## config.mk

```make
export PLATFORM = sky130hd
export DESIGN_NAME = spi_boot_loader
export DESIGN_NICKNAME = d
export VERILOG_FILES = /design/src/rtl/sbl_pkg.sv /design/src/rtl/sbl_clkgen.sv /design/src/rtl/sbl_shifter.sv /design/src/rtl/sbl_seq.sv /design/src/rtl/spi_boot_loader.sv
export SDC_FILE = /design/constraint.sdc
export NUM_CORES = 1
export LEC_CHECK = 0
export BUFFER_PORTS_ARGS = -buffer_cell sky130_fd_sc_hd__buf_4
export CORE_ASPECT_RATIO = 1.5
export CORE_UTILIZATION = 35
export CTS_CLUSTER_DIAMETER = 50
export CTS_CLUSTER_SIZE = 14
export DETAILED_ROUTE_END_ITERATION = 16
export PLACE_DENSITY = 0.62
export SLEW_MARGIN = 20
export SYNTH_ARGS = -nofsm -noshare
export SYNTH_HDL_FRONTEND = slang
export SYNTH_SLANG_ARGS = --single-unit
```

## constraint.sdc

```tcl
create_clock -name clk -period 4.1 [get_ports clk]
set_input_delay 0.41 -clock clk [delete_from_list [all_inputs] [get_ports clk]]
set_output_delay 0.41 -clock clk [all_outputs]
set_load 0.02 [all_outputs]
```

## src/rtl/sbl_pkg.sv

```systemverilog
package sbl_pkg;

  typedef enum logic [1:0] {
    ST_SELECT = 2'd0,
    ST_SHIFT  = 2'd1,
    ST_FINISH = 2'd2
  } sbl_state_e;

  // Bit idx of the outgoing preamble: opcode first, then all-zero address.
  function automatic logic preamble_bit(logic [7:0] opcode, int unsigned idx);
    if (idx < 8) return opcode[7 - idx];
    return 1'b0;
  endfunction

  // True when serial bit number b is the last bit of a received word.
  function automatic logic is_word_end(int unsigned b, int unsigned pre_bits);
    if (b < pre_bits) return 1'b0;
    return ((b - pre_bits) % 32) == 31;
  endfunction

  function automatic logic [31:0] word_addr(logic [31:0] base, int unsigned k);
    return base + 32'(k);
  endfunction

endpackage

```

## src/rtl/sbl_clkgen.sv

```systemverilog
module sbl_clkgen #(
  parameter int unsigned SCLK_DIV = 4
) (
  input  logic clk,
  input  logic rst_n,
  input  logic en,
  output logic lead,
  output logic trail
);
  localparam int unsigned CW   = (SCLK_DIV > 2) ? $clog2(SCLK_DIV) : 1;
  localparam int unsigned HALF = SCLK_DIV / 2;

  logic [CW-1:0] cnt_q;

  always_ff @(posedge clk or negedge rst_n) begin
    if (!rst_n)                         cnt_q <= '0;
    else if (!en)                       cnt_q <= '0;
    else if (cnt_q == CW'(SCLK_DIV-1))  cnt_q <= '0;
    else                                cnt_q <= cnt_q + 1'b1;
  end

  assign lead  = en && (cnt_q == '0);
  assign trail = en && (cnt_q == CW'(HALF));
endmodule

```

## src/rtl/sbl_shifter.sv

```systemverilog
module sbl_shifter #(
  parameter int unsigned W = 32
) (
  input  logic         clk,
  input  logic         rst_n,
  input  logic         sample,
  input  logic         bit_in,
  output logic [W-1:0] word
);
  always_ff @(posedge clk or negedge rst_n) begin
    if (!rst_n)      word <= '0;
    else if (sample) word <= {word[W-2:0], bit_in};
  end
endmodule

```

## src/rtl/sbl_seq.sv

```systemverilog
module sbl_seq
  import sbl_pkg::*;
#(
  parameter logic [7:0]  OPCODE     = 8'h03,
  parameter int unsigned ADDR_BYTES = 3,
  parameter int unsigned WORD_COUNT = 384
) (
  input  logic clk,
  input  logic rst_n,
  input  logic lead,
  input  logic trail,
  output logic run,
  output logic sample,
  output logic word_end,
  output logic cs_n,
  output logic sclk,
  output logic mosi,
  output logic done
);
  localparam int unsigned PRE_BITS = 8 + 8 * ADDR_BYTES;
  localparam int unsigned TOTAL    = PRE_BITS + 32 * WORD_COUNT;
  localparam int unsigned BW       = $clog2(TOTAL + 1);

  sbl_state_e    st_q;
  logic [BW-1:0] bit_q;

  assign run      = (st_q == ST_SHIFT);
  assign sample   = run && trail && (32'(bit_q) >= PRE_BITS);
  assign word_end = run && trail && is_word_end(32'(bit_q), PRE_BITS);

  always_ff @(posedge clk or negedge rst_n) begin
    if (!rst_n) begin
      st_q  <= ST_SELECT;
      bit_q <= '0;
      cs_n  <= 1'b1;
      sclk  <= 1'b1;
      mosi  <= 1'b0;
      done  <= 1'b0;
    end else begin
      case (st_q)
        ST_SELECT: begin
          cs_n <= 1'b0;
          st_q <= ST_SHIFT;
        end
        ST_SHIFT: begin
          if (lead) begin
            sclk <= 1'b0;
            mosi <= (32'(bit_q) < PRE_BITS) ? preamble_bit(OPCODE, 32'(bit_q)) : 1'b0;
          end
          if (trail) begin
            sclk  <= 1'b1;
            bit_q <= bit_q + 1'b1;
            if (bit_q == BW'(TOTAL - 1)) begin
              st_q <= ST_FINISH;
              cs_n <= 1'b1;
              done <= 1'b1;
            end
          end
        end
        default: begin
          cs_n <= 1'b1;
          sclk <= 1'b1;
        end
      endcase
    end
  end
endmodule

```

## src/rtl/spi_boot_loader.sv

```systemverilog
module spi_boot_loader
  import sbl_pkg::*;
#(
  parameter int unsigned SCLK_DIV   = 4,
  parameter int unsigned WORD_COUNT = 384,
  parameter logic [31:0] MEM_BASE   = 32'h0008_0000,
  parameter logic [7:0]  OPCODE     = 8'h03
) (
  input  logic        clk,
  input  logic        rst_n,
  output logic        spi_sclk,
  output logic        spi_cs_n,
  output logic        spi_mosi,
  input  logic        spi_miso,
  output logic        mem_wr_valid,
  output logic [31:0] mem_wr_addr,
  output logic [31:0] mem_wr_data,
  output logic        boot_done
);
  localparam int unsigned KW = $clog2(WORD_COUNT + 1);

  // Internal events brought out by name for the checker.
  logic lead_ev, trail_ev, word_ev, run, sample;
  logic [KW-1:0] widx_q;

  sbl_clkgen #(.SCLK_DIV(SCLK_DIV)) clkgen_i (
    .clk(clk), .rst_n(rst_n), .en(run), .lead(lead_ev), .trail(trail_ev)
  );

  sbl_seq #(.OPCODE(OPCODE), .ADDR_BYTES(3), .WORD_COUNT(WORD_COUNT)) seq_i (
    .clk(clk), .rst_n(rst_n), .lead(lead_ev), .trail(trail_ev),
    .run(run), .sample(sample), .word_end(word_ev),
    .cs_n(spi_cs_n), .sclk(spi_sclk), .mosi(spi_mosi), .done(boot_done)
  );

  sbl_shifter #(.W(32)) shift_i (
    .clk(clk), .rst_n(rst_n), .sample(sample), .bit_in(spi_miso), .word(mem_wr_data)
  );

  always_ff @(posedge clk or negedge rst_n) begin
    if (!rst_n) begin
      mem_wr_valid <= 1'b0;
      widx_q       <= '0;
    end else begin
      mem_wr_valid <= word_ev;
      if (mem_wr_valid) widx_q <= widx_q + 1'b1;
    end
  end

  assign mem_wr_addr = word_addr(MEM_BASE, 32'(widx_q));
endmodule

```

==> results of run 1 <==
cell families after synthesis:
kind of cell	after synthesis	share of synthesized area
compound gates	7	0.0211
simple gates	51	0.108
fa+ha+maj	6	0.0253
other cells	2	0.00253
buf+inv	30	0.0784
mux	34	0.166
flops	64	0.540
xor+xnor	20	0.0590
stage by stage:
stage / hold slack [ps] / util / cells / cell area [um2]
final: 156 / 0.453 / 377 / 3670
after global routing: 248 / 0.453 / 377 / 3670
after CTS: 203 / 0.453 / 377 / 3670
after detailed placement: 461 / 0.410 / 361 / 3320
after global placement: 445 / 0.410 / 361 / 3320
after floorplan: 114 / - / 235 / 3050
path summary, 6_finish.rpt:
path | start | end | depth (start not counted)
max | clkgen_i.cnt_q[0] | shift_i.word[27] | 6
min | rst_n | shift_i.word[3] | 1
max reg2reg | clkgen_i.cnt_q[0] | shift_i.word[27] | 6
min reg2reg | seq_i.done | seq_i.done | 1
max in group asynchronous | rst_n | shift_i.word[23] | 1
min in group clk | spi_miso | shift_i.word[0] | 2
final cells by class:
type	instances	area (um2)	area share
tap	105	131	0.0358
inverter	2	7.51	0.00204
clock buffer	9	225	0.0613
sequential	64	1600	0.437
timing repair buffer	49	368	0.100
multi-input combinational	141	1210	0.329
clock inverter	7	128	0.0347
power by group through the flow:
stage	Clock (uW)	Sequential (uW)	Combinational (uW)
6_report	890	632	31.4
5_1_grt	941	631	35.9
4_1_cts	910	632	32.3
3_5_place_dp	0	643	32.4
3_3_place_gp	0	643	32.2
2_1_floorplan	0	643	35.1
Yosys cell counts (5+ instances only):
cell     instances
dfrtp_1         62
ha_1             6
xor2_1           9
mux2_2           5
nand3_1          5
nand4_1          5
nand2_1         17
xnor2_1         11
mux2_4          29
buf_4           24
sequential cells by signal (all words and copies together), names as in the netlist:
signal,count
mem_wr_valid,1
shift_i.word,32
seq_i.sclk,1
seq_i.done,1
seq_i.bit_q,14
seq_i.cs_n,1
seq_i.mosi,1
clkgen_i.cnt_q,2
seq_i.st_q,2
widx_q,9
layer usage:
| layer | vias to the layer above | track usage | part of all wire |
|---|---|---|---|
| li1 | 791 | - | - |
| met1 | 818 | 0.159 | 0.44 |
| met2 | 42 | 0.191 | 0.51 |
| met3 | 4 | 0.0325 | 0.034 |
| met4 | 0 | 0.0717 | 0.014 |
| met5 | - | 0 | 0 |
worst register-to-register path, delay by kind of cell, from the launching register on:
family | cells | cell delay, ps
AOI/OAI and AO/OA | 1 | 510
adders and majority gates | 1 | 270
buffers and inverters | 2 | 550
DFF | 1 | 400
muxes | 1 | 340
and+or+nand+nor | 1 | 160
==> flow_metrics.tcl, run 1 <==
set metrics [dict create \
    crit_fanout 20 \
    p_clk_frac 0.573 \
    setup_slack_ps 1760 \
    antenna_found_initial 0 \
    core_area_um2 8110 \
    cp_slowest_stage_delay_ps 510 \
    grt_remaining_overflow 0 \
    grt_pass1_vias 1669 \
    avgSynthCellArea_um2 13.9 \
    first_pass_iters 4 \
    skew_ps 9.55 \
    die_w_um 77.2 \
    final_cell_mix "dfrtp_1, buf_4, mux2_4" \
    post_drt_via_cell_ratio 4.39 \
    required_ps 4300 \
    diodes 0 \
    fin_crit_sh 0.570 \
    hold_viol_final 0 \
    cts_tree "built" \
    p_seq_frac 0.407 \
    cts_hold_buf 0 \
    num_vias 1655 \
    clk_latency_ps 330 \
    track_usage 0.125 \
    antenna_left 0 \
    num-nets-final 276 \
    status "finished, final reports clean" \
    p_comb_frac 0.020 \
    cp.arrival_ps 2540 \
    maxSlewHeadroom 0.470 \
    end_kind "flop" \
    cts_root_buffer "clkbuf_16" \
    rsz0062_at_grt "false" \
    power.internal_uw 1230 \
    cts_resized 0 \
    synth_top_area_cell "dfrtp_1" \
    io_pins 72 \
    cpLargestDelayFamily "buffers and inverters" \
    path_clk_slew_ps 60 \
    start_util 0.366 \
    report.final.setup_viol 0 \
    powerDensity_nw_per_um2 423 \
    post_cts_buffers 0 \
    io_buffers 48 \
    final.min_clock_period_ps 2340 \
    fmax_mhz 428 \
    fin_setup_tns_ps 0 \
    crit_slowest_cell "a21oi_4" \
    finalPower_uw 1550 \
    regToRegSetupSlack_ps 1760 \
    cts_buffer_depth 2 \
    num-fill-cells 748 \
    synth-seq-cells 64 \
    critical_path_class "flop to flop" \
    worstMarginPinSlew_ps 795 \
    worstHoldPathType "primary input to asynchronous set/reset pin" \
    cts.sinks 64 \
    synth_enable_flop_cells 0 \
    drive_gt1_frac 0.401 \
    wl_per_cell_um 13.1 \
    drt_wl_total_um 4950 \
    grt_pass1_wl_um 8500 \
    async_flop_share 1.00 \
    synthTopCellsByArea "dfrtp_1, mux2_4, buf_4, xnor2_1, xor2_1" \
    critPathLaunchType "flop" \
    synth_top_area_frac 0.523 \
    switching_power_uw 319 \
    dieArea_um2 8860 \
    htreeDepth 3 \
    cts-buffers-inserted 9 \
    std_cell_rows 40 \
    detailedPlace.worstSlack_ps 1770 \
    grt_max_degree 65 \
    slew_violations 0 \
    syn_area_um2 2970 \
    path_cells "inv_1, ha_1, nand3b_4, a21oi_4, buf_4, mux2_4" \
    areaGrowthSynthToFinish_pct 23.8 \
    drc_errors 0 \
    ir_worst_vdd_mv 0.235 \
    switching_share 0.205 \
    drt_iter0_drc 77 \
    synth_flop_cell "dfrtp_1" \
    die_y_um 115 \
    ys_warn_count 0 \
    synthDistinctLibCells 34 \
    layout_commonest_cell "dfrtp_1" \
    maxCapViolCount 0 \
    path_buf_inv 2 \
    place.gp.congestion 0.791 \
    place_hpwl_um 3360 \
    postSynthCellCount 214 \
    p_leak_uw 0.00187 \
    ys_seq_area_frac 0.540 \
]
Power figures use the tool's default switching activity.
==> run 2: changes to the inputs <==
- PLACE_DENSITY: 0.62 -> 0.64
- clock period: 4.1 -> 2.1 ns (I/O delays scaled with it)
==> run 2 against run 1 <==
Flip-flop and latch count stayed put. Clock power is 66% higher. Power is 79% higher. Largest cell class unchanged. Highest routed layer unchanged.
==> flow_metrics.tcl, run 2 (synthesis gave the netlist of run 1 again) <==
set metrics [dict create \
    die_y_um 115 \
    min_from "spi_miso" \
    antenna_left 0 \
    grt_remaining_overflow 0 \
    first_pass_iters 4 \
    critPathLaunchType "flop" \
    num-nets-final 279 \
    report.final.setup_viol 0 \
    top_regs "shift_i.word x32, seq_i.bit_q x14, widx_q x9" \
    layout_commonest_cell "dfrtp_1" \
    core_area_um2 8110 \
    crit_fanout 8 \
    htreeDepth 3 \
    cts_tree "built" \
    path_clk_slew_ps 50 \
    final_cell_area_um2 3660 \
    r2r-end "seq_i.bit_q[9]" \
    areaGrowthSynthToFinish_pct 23.3 \
    fmax_mhz 515 \
    maxSlewHeadroom 0.467 \
    cts_root_buffer "clkbuf_16" \
    io_pins 72 \
    std_cell_rows 40 \
    dieArea_um2 8860 \
    regMostFlops "shift_i.word" \
    critical_path_class "flop to flop" \
    detailed_place.area_um2 3350 \
    cts-buffers-inserted 9 \
    diodes 0 \
    setup_slack_ps 158 \
    hold_viol_final 0 \
    postLayoutCoreUtil 0.451 \
    io_buffers 48 \
    grt_max_degree 65 \
    whs_endpoint "shift_i.word[0]" \
    num-fill-cells 743 \
    slew_violations 0 \
    r2r_start "clkgen_i.cnt_q[0]" \
    final_cell_mix "dfrtp_1, buf_4, mux2_4" \
    detailedPlace.worstSlack_ps 166 \
    regToRegSetupSlack_ps 160 \
    antenna_found_initial 0 \
    num_vias 1729 \
    ir_worst_vdd_mv 0.499 \
    required_ps 2340 \
    track_usage 0.130 \
    drt_wl_total_um 5160 \
    post_drt_via_cell_ratio 4.55 \
    min_path_cells 2 \
    fin_crit_sh 0.925 \
    rsz0062_at_grt "false" \
    die_w_um 77.2 \
    drc_errors 0 \
    reg2reg_depth 6 \
    grt_pass1_wl_um 8510 \
    place.gp.congestion 0.818 \
    worstHoldPathType "primary input to flop" \
    grt_pass1_vias 1687 \
    drt_iter0_drc 77 \
    start_util 0.366 \
    fin_setup_tns_ps 0 \
    maxCapViolCount 0 \
    skew_ps 6.89 \
    p_leak_uw 0.00186 \
    cts.sinks 64 \
    cts_buffer_depth 2 \
    cp.arrival_ps 2180 \
    worstMarginPinSlew_ps 799 \
    post_cts_buffers 0 \
    final.min_clock_period_ps 1940 \
    place_hpwl_um 3460 \
    wl_per_cell_um 13.6 \
    powerDensity_nw_per_um2 758 \
    largest_register_ff_count 32 \
    clk_latency_ps 330 \
    drive_gt1_frac 0.393 \
    cts_resized 0 \
    status "finished, final reports clean" \
    end_kind "flop" \
]
## run 2: cell types whose count changed in the layout (fill, tap and decap cells not counted), sizes merged, moves of 2 or more
| cell | previous run | this run |
|---|---|---|
| clkbuf | 9 | 14 |
| buf | 49 | 51 |
| bufinv | 3 | 1 |
| clkinv | 2 | 0 |
| inv | 4 | 2 |
## run 2: worst max-delay path by stage
stage | from | end | slack, ps | depth (start not counted)
4_1_cts | clkgen_i.cnt_q[0] | seq_i.bit_q[9] | 140 | 6
3_5_place_dp | clkgen_i.cnt_q[0] | seq_i.bit_q[9] | 170 | 6
6_report | clkgen_i.cnt_q[0] | seq_i.bit_q[9] | 160 | 6
3_3_place_gp | clkgen_i.cnt_q[0] | seq_i.bit_q[9] | 200 | 6
2_1_floorplan | seq_i.bit_q[9] | shift_i.word[10] | 330 | 5
5_1_grt | clkgen_i.cnt_q[0] | seq_i.bit_q[9] | 60 | 6
## run 2: final cells by class
type / count / area [um2] / share of cell area
well taps: 105 / 131 / 0.0359
repair buffers: 52 / 405 / 0.111
multi-input cells: 141 / 1210 / 0.331
clock buffers: 14 / 264 / 0.0721
inverters: 2 / 7.51 / 0.00205
clock inverters: 2 / 37.5 / 0.0103
flip-flops and latches: 64 / 1600 / 0.438
## run 2: metrics by stage
step | hold slack, ps | instances | power [uW]
global placement | 343 | 363 | 1320
finish | 115 | 380 | 2770
detailed placement | 354 | 363 | 1320
CTS | 102 | 380 | 2820
floorplan | -85.6 | 235 | 1320
global route | 116 | 380 | 2880
## run 2: repair_timing
action | CTS | global route
hold buffers | 1 | 0
hold endpoints to repair | 2 | 0
endpoints found under the setup margin | 0 | 0
## run 2: worst max-delay path, cell delays in order (launching register included)
cell and delay [ps]:
dfrtp_1 390, inv_1 90, ha_1 280, nand3b_4 180, or4_4 610, nor2_1 130
xor2_1 180
## run 2: metal layers
layer	wire (um)	part of all wire	global-route usage	up-vias
li1	-	-	-	804
met2	2660	0.51	0.206	52
met5	0	0	0	-
met3	208	0.040	0.0405	9
met1	2170	0.42	0.147	864
met4	124	0.024	0.0943	0
## run 2: power by group
part | internal (uW) | switching [uW] | total (uW)
registers | 1240 | 0 | 1240
clock network | 983 | 493 | 1480
logic | 3.59 | 59.5 | 63.1
==> run 3: changes to the inputs <==
- ABC_AREA: unset -> 0
- SYNTH_HIERARCHICAL: unset -> 1
==> run 3 against run 2 <==
The flow now finishes with violations (negative hold slack). Clock-buffer cell count decreased by 1. Core utilization decreased by 2.0 points. Register-to-register slack improved by 90 ps. Sequential power about the same. Power decreased by 5.7%. Critical path type unchanged. Highest routed layer unchanged.
==> flow_metrics.tcl, run 3 <==
set metrics [dict create \
    first_pass_iters 4 \
    path_cells "inv_1, ha_1, and2_1, nand3b_4, a31oi_4, buf_12, mux2_2" \
    reg2reg_depth 7 \
    r2r_start "clkgen_i/cnt_q[0]" \
    critPathLaunchType "flop" \
    place.gp.congestion 0.735 \
    synth_most_common_cell "dfrtp_1" \
    place_hpwl_um 3470 \
    antenna_found_initial 0 \
    cts_resized 0 \
    ys_warn_count 6 \
    synth_flop_cell "dfrtp_1" \
    grt_remaining_overflow 0 \
    grt_pass1_vias 1840 \
    num_vias 1841 \
    r2r-end "shift_i/word[31]" \
    maxSlewHeadroom 0.473 \
    antenna_left 0 \
    hold_viol_final 37 \
    final_cell_mix "dfrtp_1, buf_4, mux2_4" \
    post_cts_buffers 0 \
    track_usage 0.123 \
    wl_per_cell_um 13.1 \
    top_regs "shift_i/word x32, seq_i/bit_q x14, widx_q x9" \
    maxCapViolCount 0 \
    holdWs_ps -31.6 \
    diodes 0 \
    synthTopCellsByArea "dfrtp_1, mux2_4, buf_4, xnor2_1, xor2_1" \
    final.min_clock_period_ps 1860 \
    start_util 0.358 \
    grt_max_degree 65 \
    synth_top_area_frac 0.493 \
    p_leak_uw 0.00191 \
    crit_slowest_cell "dfrtp_1" \
    rsz0062_at_grt "false" \
    violations "negative hold slack" \
    std_cell_rows 42 \
    io_pins 72 \
    ff_latch_area_um2 1600 \
    dieArea_um2 9370 \
    powerDensity_nw_per_um2 690 \
    cpLargestDelayFamily "flip-flops" \
    core_area_um2 8780 \
    worstHoldPathType "primary input to asynchronous set/reset pin" \
    cts.sinks 64 \
    placed_cells 379 \
    avgSynthCellArea_um2 14.0 \
    num-fill-cells 823 \
    multi_input_area_um2 1350 \
    io_buffers 48 \
    largest_register_ff_count 32 \
    fin_setup_tns_ps 0 \
    post_drt_via_cell_ratio 4.66 \
    htreeDepth 3 \
    slew_violations 0 \
    synth_top_area_cell "dfrtp_1" \
    drive_gt1_frac 0.435 \
    synth_common_cells "dfrtp_1, mux2_4, buf_4" \
    drc_errors 0 \
    critical_path_class "flop to flop" \
    path_buf_inv 2 \
    end_kind "flop" \
    finalNonFillerCells 395 \
    skew_ps 9.64 \
    cts_tree "built" \
    areaGrowthSynthToFinish_pct 20.5 \
    report.final.setup_viol 0 \
    fin_crit_sh 0.884 \
    grt_pass1_wl_um 8780 \
    crit_fanout 32 \
    postSynthCellCount 224 \
    ys_seq_area_frac 0.510 \
    die_y_um 118 \
    cp.arrival_ps 2050 \
    ir_worst_vdd_mv 0.407 \
    worstMarginPinSlew_ps 791 \
    regMostFlops "shift_i/word" \
    required_ps 2290 \
    regToRegSetupSlack_ps 240 \
    path_clk_slew_ps 50 \
    synthDistinctLibCells 42 \
    cts_buffer_depth 2 \
    syn_area_um2 3140 \
    synth_enable_flop_cells 0 \
    status "finished with violations" \
    cts_root_buffer "clkbuf_16" \
    drt_wl_total_um 5190 \
    synth-seq-cells 64 \
    cts_hold_buf 0 \
    cp_slowest_stage_delay_ps 380 \
    async_flop_share 1.00 \
    num-nets-final 288 \
    drt_iter0_drc 58 \
    clk_latency_ps 320 \
    die_w_um 79.4 \
    cts-buffers-inserted 9 \
    layout_commonest_cell "dfrtp_1" \
    fmax_mhz 539 \
]
-- run 3: cell families (layout without fill, tap and decap cells) --
kind of cell             Yosys count  after routing  synth area share
flip-flops                        64             64             0.510
adder cells (fa/ha/maj)            5              5            0.0199
AO/OA/AOI/OAI                      4              4           0.00955
buffers and inverters             32             72            0.0895
other                              2             23           0.00239
AND/OR/NAND/NOR                   63             63             0.155
XOR/XNOR                          20             20            0.0557
multiplexers                      34             34             0.158
-- run 3: stage by stage --
stage          total power, uW   util  area, um2  setup WS [ps]
2_1_floorplan             1320      -       3220            111
3_3_place_gp              1320  0.401       3520            281
3_5_place_dp              1320  0.401       3520            236
4_1_cts                   2660  0.432       3790            217
5_1_grt                   2720  0.432       3790            139
6_report                  2620  0.432       3790            244
-- run 3: how the worst max path moves through the flow --
stage | end | slack [ps] | cells past startpoint | start
global route | shift_i/word[31] | 140 | 7 | clkgen_i/cnt_q[0]
CTS | shift_i/word[31] | 220 | 7 | clkgen_i/cnt_q[0]
floorplan | shift_i/word[0] | 110 | 8 | seq_i/st_q[1]
finish | shift_i/word[31] | 240 | 7 | clkgen_i/cnt_q[0]
global placement | shift_i/word[29] | 280 | 7 | clkgen_i/cnt_q[0]
detailed placement | shift_i/word[29] | 240 | 7 | clkgen_i/cnt_q[0]
-- run 3: area by class of cell --
cell class / instances / area share
inverter: 2 / 0.00198
timing repair buffer: 54 / 0.110
sequential: 64 / 0.424
tap: 110 / 0.0363
multi-input combinational: 149 / 0.357
clock buffer: 13 / 0.0661
clock inverter: 3 / 0.00463
-- run 3: metal layers --
metal	track usage	vias to the layer above	share of wire
met3	0.0256	6	0.044
li1	-	845	-
met1	0.151	932	0.43
met2	0.195	58	0.50
met5	0	-	0
met4	0.0750	0	0.021
-- run 3: power by group --
| part | switching, uW | internal (uW) |
|---|---|---|
| Sequential | 0 | 1240 |
| Clock | 493 | 826 |
| Combinational | 58.8 | 2.34 |
